<file path="config.mk">
export PLATFORM = sky130hd
export DESIGN_NAME = hb_current_guard
export DESIGN_NICKNAME = d
export VERILOG_FILES = /design/src/rtl/hb_guard_pkg.sv /design/src/rtl/hb_sync.sv /design/src/rtl/hb_lo_edge.sv /design/src/rtl/hb_fault_core.sv /design/src/rtl/hb_current_guard.sv
export SDC_FILE = /design/constraint.sdc
export NUM_CORES = 1
export LEC_CHECK = 0
export BUFFER_PORTS_ARGS = -buffer_cell sky130_fd_sc_hd__buf_2
export CAP_MARGIN = 15
export CORE_AREA = 2 2 39 41
export CTS_CLUSTER_DIAMETER = 60
export DETAILED_ROUTE_END_ITERATION = 16
export DIE_AREA = 0 0 41 43
export PLACE_DENSITY_LB_ADDON = 0.15
export SKIP_CTS_REPAIR_TIMING = 1
export SLEW_MARGIN = 10
export SYNTH_ARGS = -nofsm -noshare
export SYNTH_HDL_FRONTEND = slang
export SYNTH_SLANG_ARGS = --single-unit
</file>
<file path="constraint.sdc">
create_clock -name clk -period 1.05 [get_ports clk]
set_input_delay 0.21 -clock clk [delete_from_list [all_inputs] [get_ports clk]]
set_output_delay 0.21 -clock clk [all_outputs]
set_load 0.02 [all_outputs]
</file>
<file path="src/rtl/hb_guard_pkg.sv">
// Shared types for the half-bridge current guard.
package hb_guard_pkg;

    // Asynchronous inputs that pass through the synchroniser together.
    typedef struct packed {
        logic oc;
        logic uc;
        logic hot;
        logic shut;
        logic uv;
    } async_in_t;

    localparam int ASYNC_W = $bits(async_in_t);

endpackage

</file>
<file path="src/rtl/hb_sync.sv">
// Multi-stage synchroniser, one chain per bit.
// Assumes the inputs are levels held longer than STAGES cycles.
// The reset value is all zero.
module hb_sync #(
    parameter int W      = 1,
    parameter int STAGES = 2
) (
    input  logic         clk,
    input  logic         rst_n,
    input  logic [W-1:0] d,
    output logic [W-1:0] q
);
    for (genvar b = 0; b < W; b++) begin : g_bit
        logic [STAGES-1:0] chain;
        // Shift the asynchronous bit through STAGES flops.
        always_ff @(posedge clk) begin
            if (!rst_n) chain <= '0;
            else        chain <= {chain[STAGES-2:0], d[b]};
        end
        assign q[b] = chain[STAGES-1];
    end
endmodule

</file>
<file path="src/rtl/hb_lo_edge.sv">
// Detects a 1-to-0 transition of the low-side drive.
// It registers the drive twice and compares the two registered copies.
// Assumes lo_drive is produced on the same clock.
module hb_lo_edge (
    input  logic clk,
    input  logic rst_n,
    input  logic lo_drive,
    output logic lo_fall
);
    logic lo_q1, lo_q2;

    // Keep the current and previous registered low-side levels.
    always_ff @(posedge clk) begin
        if (!rst_n) begin
            lo_q1 <= 1'b0;
            lo_q2 <= 1'b0;
        end else begin
            lo_q1 <= lo_drive;
            lo_q2 <= lo_q1;
        end
    end

    assign lo_fall = lo_q2 & ~lo_q1;

    // a falling event needs a high level, then a low level, on the drive input
    lo_fall_src_chk: assert property (@(posedge clk) disable iff (!rst_n)
        $fell(lo_q1) |-> $past(lo_drive) == 1'b0);
endmodule

</file>
<file path="src/rtl/hb_fault_core.sv">
// Sticky fault latch. Its inputs are the synchronised flags.
// Release (shutdown or UVLO) has priority over every set cause.
module hb_fault_core (
    input  logic clk,
    input  logic rst_n,
    input  logic oc_s,
    input  logic uc_s,
    input  logic hot_s,
    input  logic clr_s,
    input  logic oc_arm,
    input  logic uc_arm,
    input  logic lo_fall,
    output logic trip
);
    logic set_any;

    // Collect the trip causes: continuous overcurrent, sampled undercurrent, heat.
    always_comb begin
        set_any = (oc_arm & oc_s) | (uc_arm & uc_s & lo_fall) | hot_s;
    end

    // Latch update: clear wins, then set, else hold.
    always_ff @(posedge clk) begin
        if (!rst_n)       trip <= 1'b0;
        else if (clr_s)   trip <= 1'b0;
        else if (set_any) trip <= 1'b1;
    end


    clr_prio_chk: assert property (@(posedge clk) disable iff (!rst_n)
        clr_s |=> !trip);

    oc_set_chk: assert property (@(posedge clk) disable iff (!rst_n)
        (oc_arm && oc_s && !clr_s) |=> trip);

    sticky_chk: assert property (@(posedge clk) disable iff (!rst_n)
        (trip && !clr_s) |=> trip);

    hot_set_chk: assert property (@(posedge clk) disable iff (!rst_n)
        (hot_s && !clr_s) |=> trip);
endmodule

</file>
<file path="src/rtl/hb_current_guard.sv">
// Top of the half-bridge current guard.
// The asynchronous flags are synchronised. The low-side falling edge is found
// for the undercurrent sample. The fault latch drives the gating of both
// gate drives and of the oscillator enable.
// Assumes the arm inputs and the drives are on clk.
module hb_current_guard #(
    parameter int SYNC_STAGES  = 2,
    parameter int MAX_RESP_CYC = 40
) (
    input  logic clk,
    input  logic rst_n,
    input  logic oc_flag,
    input  logic uc_flag,
    input  logic hot_flag,
    input  logic shut_req,
    input  logic uvlo,
    input  logic oc_arm,
    input  logic uc_arm,
    input  logic lo_drive,
    input  logic hi_drive,
    output logic lo_gate,
    output logic hi_gate,
    output logic osc_run,
    output logic trip
);
    import hb_guard_pkg::*;

    localparam int CNT_W = $clog2(MAX_RESP_CYC + 1);

    async_in_t raw_in, sync_in;
    logic      lo_fall;

    assign raw_in = '{oc: oc_flag, uc: uc_flag, hot: hot_flag,
                      shut: shut_req, uv: uvlo};

    hb_sync #(.W(ASYNC_W), .STAGES(SYNC_STAGES)) i_sync (
        .clk   (clk),
        .rst_n (rst_n),
        .d     (raw_in),
        .q     (sync_in)
    );

    hb_lo_edge i_edge (
        .clk      (clk),
        .rst_n    (rst_n),
        .lo_drive (lo_drive),
        .lo_fall  (lo_fall)
    );

    hb_fault_core i_core (
        .clk     (clk),
        .rst_n   (rst_n),
        .oc_s    (sync_in.oc),
        .uc_s    (sync_in.uc),
        .hot_s   (sync_in.hot),
        .clr_s   (sync_in.shut | sync_in.uv),
        .oc_arm  (oc_arm),
        .uc_arm  (uc_arm),
        .lo_fall (lo_fall),
        .trip    (trip)
    );

    // Block both gates and stop the oscillator while tripped.
    always_comb begin
        lo_gate = lo_drive & ~trip;
        hi_gate = hi_drive & ~trip;
        osc_run = ~trip;
    end

    // Response-time checker: counts the cycles of an armed overcurrent with no clear.
    logic [CNT_W-1:0] oc_age;
    always_ff @(posedge clk) begin
        if (!rst_n)
            oc_age <= '0;
        else if (!(oc_flag && oc_arm) || shut_req || uvlo)
            oc_age <= '0;
        else if (oc_age != CNT_W'(MAX_RESP_CYC))
            oc_age <= oc_age + 1'b1;
    end


    oc_latency_chk: assert property (@(posedge clk) disable iff (!rst_n)
        (oc_age == CNT_W'(MAX_RESP_CYC)) |-> (!lo_gate && !osc_run));

    gate_off_chk: assert property (@(posedge clk) disable iff (!rst_n)
        $rose(trip) |=> (trip && !hi_gate && !lo_gate) || !trip);
endmodule

</file>
Word-level counts from Yosys, hierarchy flattened. Cells that the tools add are included. W data, S select, Z words.

Register bits after elaboration: 13. Input port bits: 11. Output and inout port bits: 4. Logic and storage cells: 21.

Bitwise logic cells: 12. Reduce and logical (&&, ||, !) cells: 1.

Operators with widths (count): $and A1 B1 Y1 (6); $not A1 Y1 (3); $or A1 B1 Y1 (3); $reduce_or A2 Y1 (1).

Logic depth before layout (Yosys ltp). Gate-level depths: netlist of run 1.

Depth after elaboration: 5. Gate-level depth with buffers: 2. Mapped depth without buffers: 2.

Hierarchy. A second synthesis of run 1 with hierarchy kept.

Cells, all modules: 39. Area, all modules: 434.2 um^2.

Modules (own cells, without submodules): hb_sync (times used 1, cells an instance 25, area each 300.3 um^2, sequential area each 200.2 um^2); hb_lo_edge (times used 1, cells an instance 5, area each 62.6 um^2, sequential area each 40.0 um^2); hb_fault_core (times used 1, cells an instance 5, area each 48.8 um^2, sequential area each 20.0 um^2); hb_current_guard (times used 1, cells an instance 4, area each 22.5 um^2, sequential area each 0.0 um^2).

Worst setup path before layout of run 1. No wires, ideal clock.

Kind: flip-flop to output port. Start point: register i_core.trip. End point: output hi_gate. Data arrival time: 0.728 ns. Data required time: 0.840 ns. Path slack: 0.112 ns. Cell stages (with the launch flop): 2. Buffers on the path: 0. Cells stage by stage: dfxtp_1 -> nor2b_1.

Word-level cells in the longest chain between the ends: 2.

Ends and longest elaborated chain: start: declaration (RTL line hb_fault_core.sv:13) `output logic trip`; start signal: assignment (RTL line hb_fault_core.sv:24) `if (!rst_n) trip <= 1'b0;`; start signal: assignment (RTL line hb_fault_core.sv:25) `else if (clr_s) trip <= 1'b0;`; start signal: assignment (RTL line hb_fault_core.sv:26) `else if (set_any) trip <= 1'b1;`; $not A1 Y1 (RTL line hb_current_guard.sv:66) `hi_gate = hi_drive & ~trip;`; $and A1 B1 Y1 (RTL line hb_current_guard.sv:66); end: declaration (RTL line hb_current_guard.sv:22) `output logic hi_gate,`.

No other way between the ends.

Worst setup path after layout of run 1. Same ends and word-level chain as after synthesis.

==> qor.yml, run 1 <==
maxSlewHeadroom_pct: 82.5
grt_pass1_vias: 238
drtIter0Drc: 0
die_w_um: 41
drive_above_1_share_pct: 41.2
ys_seq_area_share_pct: 64.2
p_sw_share_pct: 21.4
gp_congestion: 0.596
areaGrowthSynthToFinish_pct: 31.2
crit_fanout: 5
clk_path_buf_depth: 2
route.vias.total: 274
synth_cells: 33
r2r_slack_ps: 120
grt_max_degree: 13
cap_violations: 0
yosysWarnings: 0
endpoint_kind: "primary output"
grt_pass1_wl_um: 897
die-height_um: 43
coreArea_sq_mm: 0.00138
cts_root_buf: "clkbuf_4"
grt_use_total_pct: 8.28
cts_tree: "yes"
power.switching_w: 0.000193
drt-wirelength-per-cell_um: 8.21
ant_nets: 0
drc: 0
worstSetupPathType: "reg -> out"
avgSynthCellArea_sq_um: 12.3
row_count: 14
rr_worst_depth: 2
p_seq_share_pct: 58.4
fmax_mhz: 937
setup_tns_ps: -28.8
clock_latency_ps: 270
vias_per_cell: 4.09
synth_most_common_cell: "dfxtp_1"
p_total_w: 0.000902
cp-start-kind: "flop"
die-area_sq_mm: 0.00176
startpoint: "i_core.trip"
fin_nets: 63
cellPowerDensity_mw_per_mm2: 1700
p_comb_share_pct: 8.8
finalHoldViolCount: 0
synth_top_flop_cell: "dfxtp_1"
violations: "setup timing"
async_flop_share_pct: 0
period_needed_ps: 1070
io_buffers: 14
crit_arrival_ps: 860
dr.pass1.iters: 1
worst_pin_slew_ps: 262
synth_top_area_share_pct: 64.2
setup_viol: 2
max-vdd-ir-drop_mv: 0.514
synth_area_leaders: "dfxtp_1 (64%), and2_1 (19%), nand4b_4 (5.9%)"
finClkSkew_ps: 1.69
dp.cells: 63
final_cells: 67
io_pins: 15
cts_buffers: 3
clkSinkCount: 13
overflow: 0
r2r_start: "i_edge.lo_q1"
wl_um: 550
regToRegEndpoint: "i_core.trip"
critPathCapture: "hi_gate"
initial_core_util_pct: 29.3
netlist_top_cells_count: "dfxtp_1 (13), and2_1 (12), inv_1 (2), nor2b_1 (2)"
synth_cell_type_count: 8
antenna_found_initial: 0
required_ps: 840
netlist_area_sq_um: 405
intPower_w: 0.000708
status: "complete, but fails checks"
clkTransAtPathRegs_ps: 70
worst_slack_ps: -17.4
insertedDiodeCount: 0
hold_path.class: "in -> reg"
period_share_pct: 102
clkPwrFrac_pct: 32.8
slew_viol_final: 0
rsz0062_at_grt: "yes"
p_leak_nw: 0.252
htree_levels: 1
synth_top_cell_by_area: "dfxtp_1"
place_ws_ps: 116
ys_ff_latch: 13
syn-num-nets: 44
synth_edf_count: 0
cell type report:
class                   instances  area [sq um]
multi-input cells              17           134
flip-flops and latches         13           262
fillers                       155           852
clock buffers                   4          26.3
well taps                      16          20.0
inverters                       2          7.51
repair buffers                 15          82.6
state kept, by name (all words and copies together), names as in the netlist:
signal	count
i_edge.lo_q1	1
i_edge.lo_q2	1
i_sync.g_bit.chain	10
i_core.trip	1
power groups by stage:
stage,clock network [W],registers (W),logic [W]
2_1_floorplan,0,0.000539,0.0000401
3_3_place_gp,0,0.000537,0.0000767
3_5_place_dp,0,0.000538,0.0000776
4_1_cts,0.000312,0.000526,0.0000779
5_1_grt,0.000336,0.000530,0.0000895
6_report,0.000296,0.000526,0.0000794
through the flow:
step                      instance area [sq um]  util [%]  hold WS (ps)
after floorplan                             405         -           332
after global placement                      499      36.1           398
after detailed placement                    499      36.1           401
after CTS                                   526      38.0           132
after global routing                        532      38.4           136
final                                       532      38.4           142
worst max-delay path: stages (launching register included):
cell     delay [ps]
dfxtp_2         340
nor2b_1         100
buf_4           150
layer usage:
metal  share of wire (%)  wire (um)  global-route usage (%)
met2                  44        241                    10.3
met3                  13         70                    3.14
met4                 4.0         22                    10.0
met5                   0          0                       0
met1                  39        215                    9.18
logic make-up after synthesis:
| family | after synthesis | share of synthesized area [%] |
|---|---|---|
| flops | 13 | 64.2 |
| simple gates | 15 | 27.5 |
| compound gates | 2 | 5.56 |
| buf+inv | 3 | 2.78 |
placed cells by master (no fill, tap or decap), drive strengths merged:
master | netlist | layout
a2111oi | 1 | 1
inv | 2 | 2
buf | 0 | 15
nand4b | 1 | 1
a211oi | 1 | 1
clkbuf | 1 | 4
and2 | 12 | 12
nor2b | 2 | 2
dfxtp | 13 | 13
worst min-delay path by stage:
stage | from | endpoint | slack, ps | cells past startpoint
3_5_place_dp | i_sync.g_bit[1].chain[1] | i_core.trip | 400 | 1
5_1_grt | uc_flag | i_sync.g_bit[3].chain[0] | 140 | 2
3_3_place_gp | i_sync.g_bit[1].chain[1] | i_core.trip | 400 | 1
4_1_cts | uc_flag | i_sync.g_bit[3].chain[0] | 130 | 2
6_report | shut_req | i_sync.g_bit[1].chain[0] | 140 | 2
2_1_floorplan | rst_n | i_sync.g_bit[1].chain[1] | 330 | 1
Note: power is estimated with default switching activity, not from simulation.
==> run 2: changes to the inputs <==
==> constraint.sdc (replaced) <==
create_clock -name clk -period 1.05 [get_ports clk]
set_input_delay 0.1575 -clock clk [delete_from_list [all_inputs] [get_ports clk]]
set_output_delay 0.1575 -clock clk [all_outputs]
set_load 0.02 [all_outputs]
==> run 2 against run 1 <==
The flow now finishes without violations. Sequential share of layout area unchanged. Die area unchanged. Maximum frequency rose by 5.7%. Clock power shrank 2%. Final cell count did not move. Critical endpoint unchanged. Largest power group unchanged.
==> qor.yml, run 2 (synthesis gave the netlist of run 1 again) <==
required_ps: 890  # +50 ps
dr.pass1.iters: 2  # +1
cap_violations: 0  # unchanged
coreArea_sq_mm: 0.00138  # unchanged
areaGrowthSynthToFinish_pct: 31.2  # unchanged
finClkSkew_ps: 1.32  # -0.362 ps
insertedDiodeCount: 0  # unchanged
row_count: 14  # unchanged
worst_slack_ps: 40.5  # +57.8 ps
status: "completed"
initial_core_util_pct: 29.3  # unchanged
slew_viol_final: 0  # unchanged
clock_latency_ps: 260  # about the same
cts_root_buf: "clkbuf_4"
wl_um: 553  # +0.55%
worstSetupPathType: "reg -> out"
largest_reg_flops: 10  # unchanged
die_w_um: 41  # unchanged
rsz0062_at_grt: "yes"
cts_tree: "yes"
holdWs_ps: 94.4  # -47.3 ps
maxSlewHeadroom_pct: 80.4  # -2.0 points
io_buffers: 14  # unchanged
fmax_mhz: 991  # +5.7%
cellPowerDensity_mw_per_mm2: 1690  # -0.57%
grt_max_degree: 13  # unchanged
htree_levels: 1  # unchanged
drt-wirelength-per-cell_um: 8.25  # +0.55%
die-height_um: 43  # unchanged
worst_pin_slew_ps: 292  # +30.0 ps
top_register: "i_sync.g_bit.chain"
dp.cells: 63  # unchanged
clkTransAtPathRegs_ps: 70  # about the same
route.vias.total: 265  # -3.3%
p_leak_nw: 0.252  # unchanged
period_needed_ps: 1010  # -57.8 ps
drive_above_1_share_pct: 41.2  # unchanged
fin_nets: 63  # unchanged
die-area_sq_mm: 0.00176  # unchanged
io_pins: 15  # unchanged
finalHoldViolCount: 0  # unchanged
hold_path.class: "in -> reg"
clk_path_buf_depth: 2  # unchanged
drc: 0  # unchanged
place_ws_ps: 121  # +4.90 ps
drtIter0Drc: 1  # +1
cp-start-kind: "flop"
clkSinkCount: 13  # unchanged
grt_pass1_vias: 229  # -3.8%
vias_per_cell: 3.96  # -3.3%
max-vdd-ir-drop_mv: 0.514  # +0.13%
ant_nets: 0  # unchanged
grt_pass1_wl_um: 834  # -7.0%
final_cells: 67  # unchanged
crit_fanout: 5  # unchanged
layout_common_cells: "and2_1 (12), dfxtp_1 (12), buf_2 (12)"
cts_buffers: 3  # unchanged
endpoint_kind: "primary output"
setup_viol: 0  # -2
antenna_found_initial: 0  # unchanged
gp_congestion: 0.596  # about the same
overflow: 0  # unchanged
period_share_pct: 96.1  # -5.5 points
fin_util_pct: 38.4  # unchanged
crit_arrival_ps: 850  # about the same
grt_use_total_pct: 7.49  # -0.79 points
hpwl_um: 445
[run 2: cell counts in the layout (fill, tap and decap cells not counted)]
No cell type changed its count.
[run 2: routing by layer]
| layer | global-route usage, % | share of wire [%] |
|---|---|---|
| met1 | 8.58 | 38 |
| met2 | 10.3 | 48 |
| met3 | 3.14 | 13 |
| met4 | 6.00 | 0 |
| met5 | 0 | 0 |
[run 2: area by class of cell]
| type | count | area (sq um) |
|---|---|---|
| sequential | 13 | 262 |
| tap | 16 | 20.0 |
| clock buffer | 4 | 26.3 |
| multi-input combinational | 17 | 134 |
| timing repair buffer | 15 | 82.6 |
| inverter | 2 | 7.51 |
| fill | 146 | 852 |
[run 2: power by group]
part           switching [W]  internal [W]
Sequential        0.00000954      0.000517
Clock               0.000144      0.000147
Combinational      0.0000355     0.0000443
Total               0.000189      0.000708
[run 2: through the flow]
step / instance area (sq um) / power, W / setup TNS [ps]
5_1_grt: 532 / 0.000946 / -53.0
2_1_floorplan: 405 / 0.000579 / 0
3_3_place_gp: 499 / 0.000614 / 0
6_report: 532 / 0.000897 / 0
3_5_place_dp: 499 / 0.000616 / 0
4_1_cts: 526 / 0.000908 / -1.73
[run 2: path summary, 6_finish.rpt]
kind / start / end / slack (ps) / cells past startpoint
setup / recovery: i_core.trip / hi_gate / 40 / 2
hold / removal: shut_req / i_sync.g_bit[1].chain[0] / 90 / 2
setup reg to reg: i_edge.lo_q1 / i_core.trip / 130 / 2
hold reg to reg: i_sync.g_bit[1].chain[1] / i_core.trip / 400 / 1
[run 2: worst max-delay path: stages (launching register included)]
cell and delay [ps]:
dfxtp_2 340, nor2b_1 100, buf_4 140
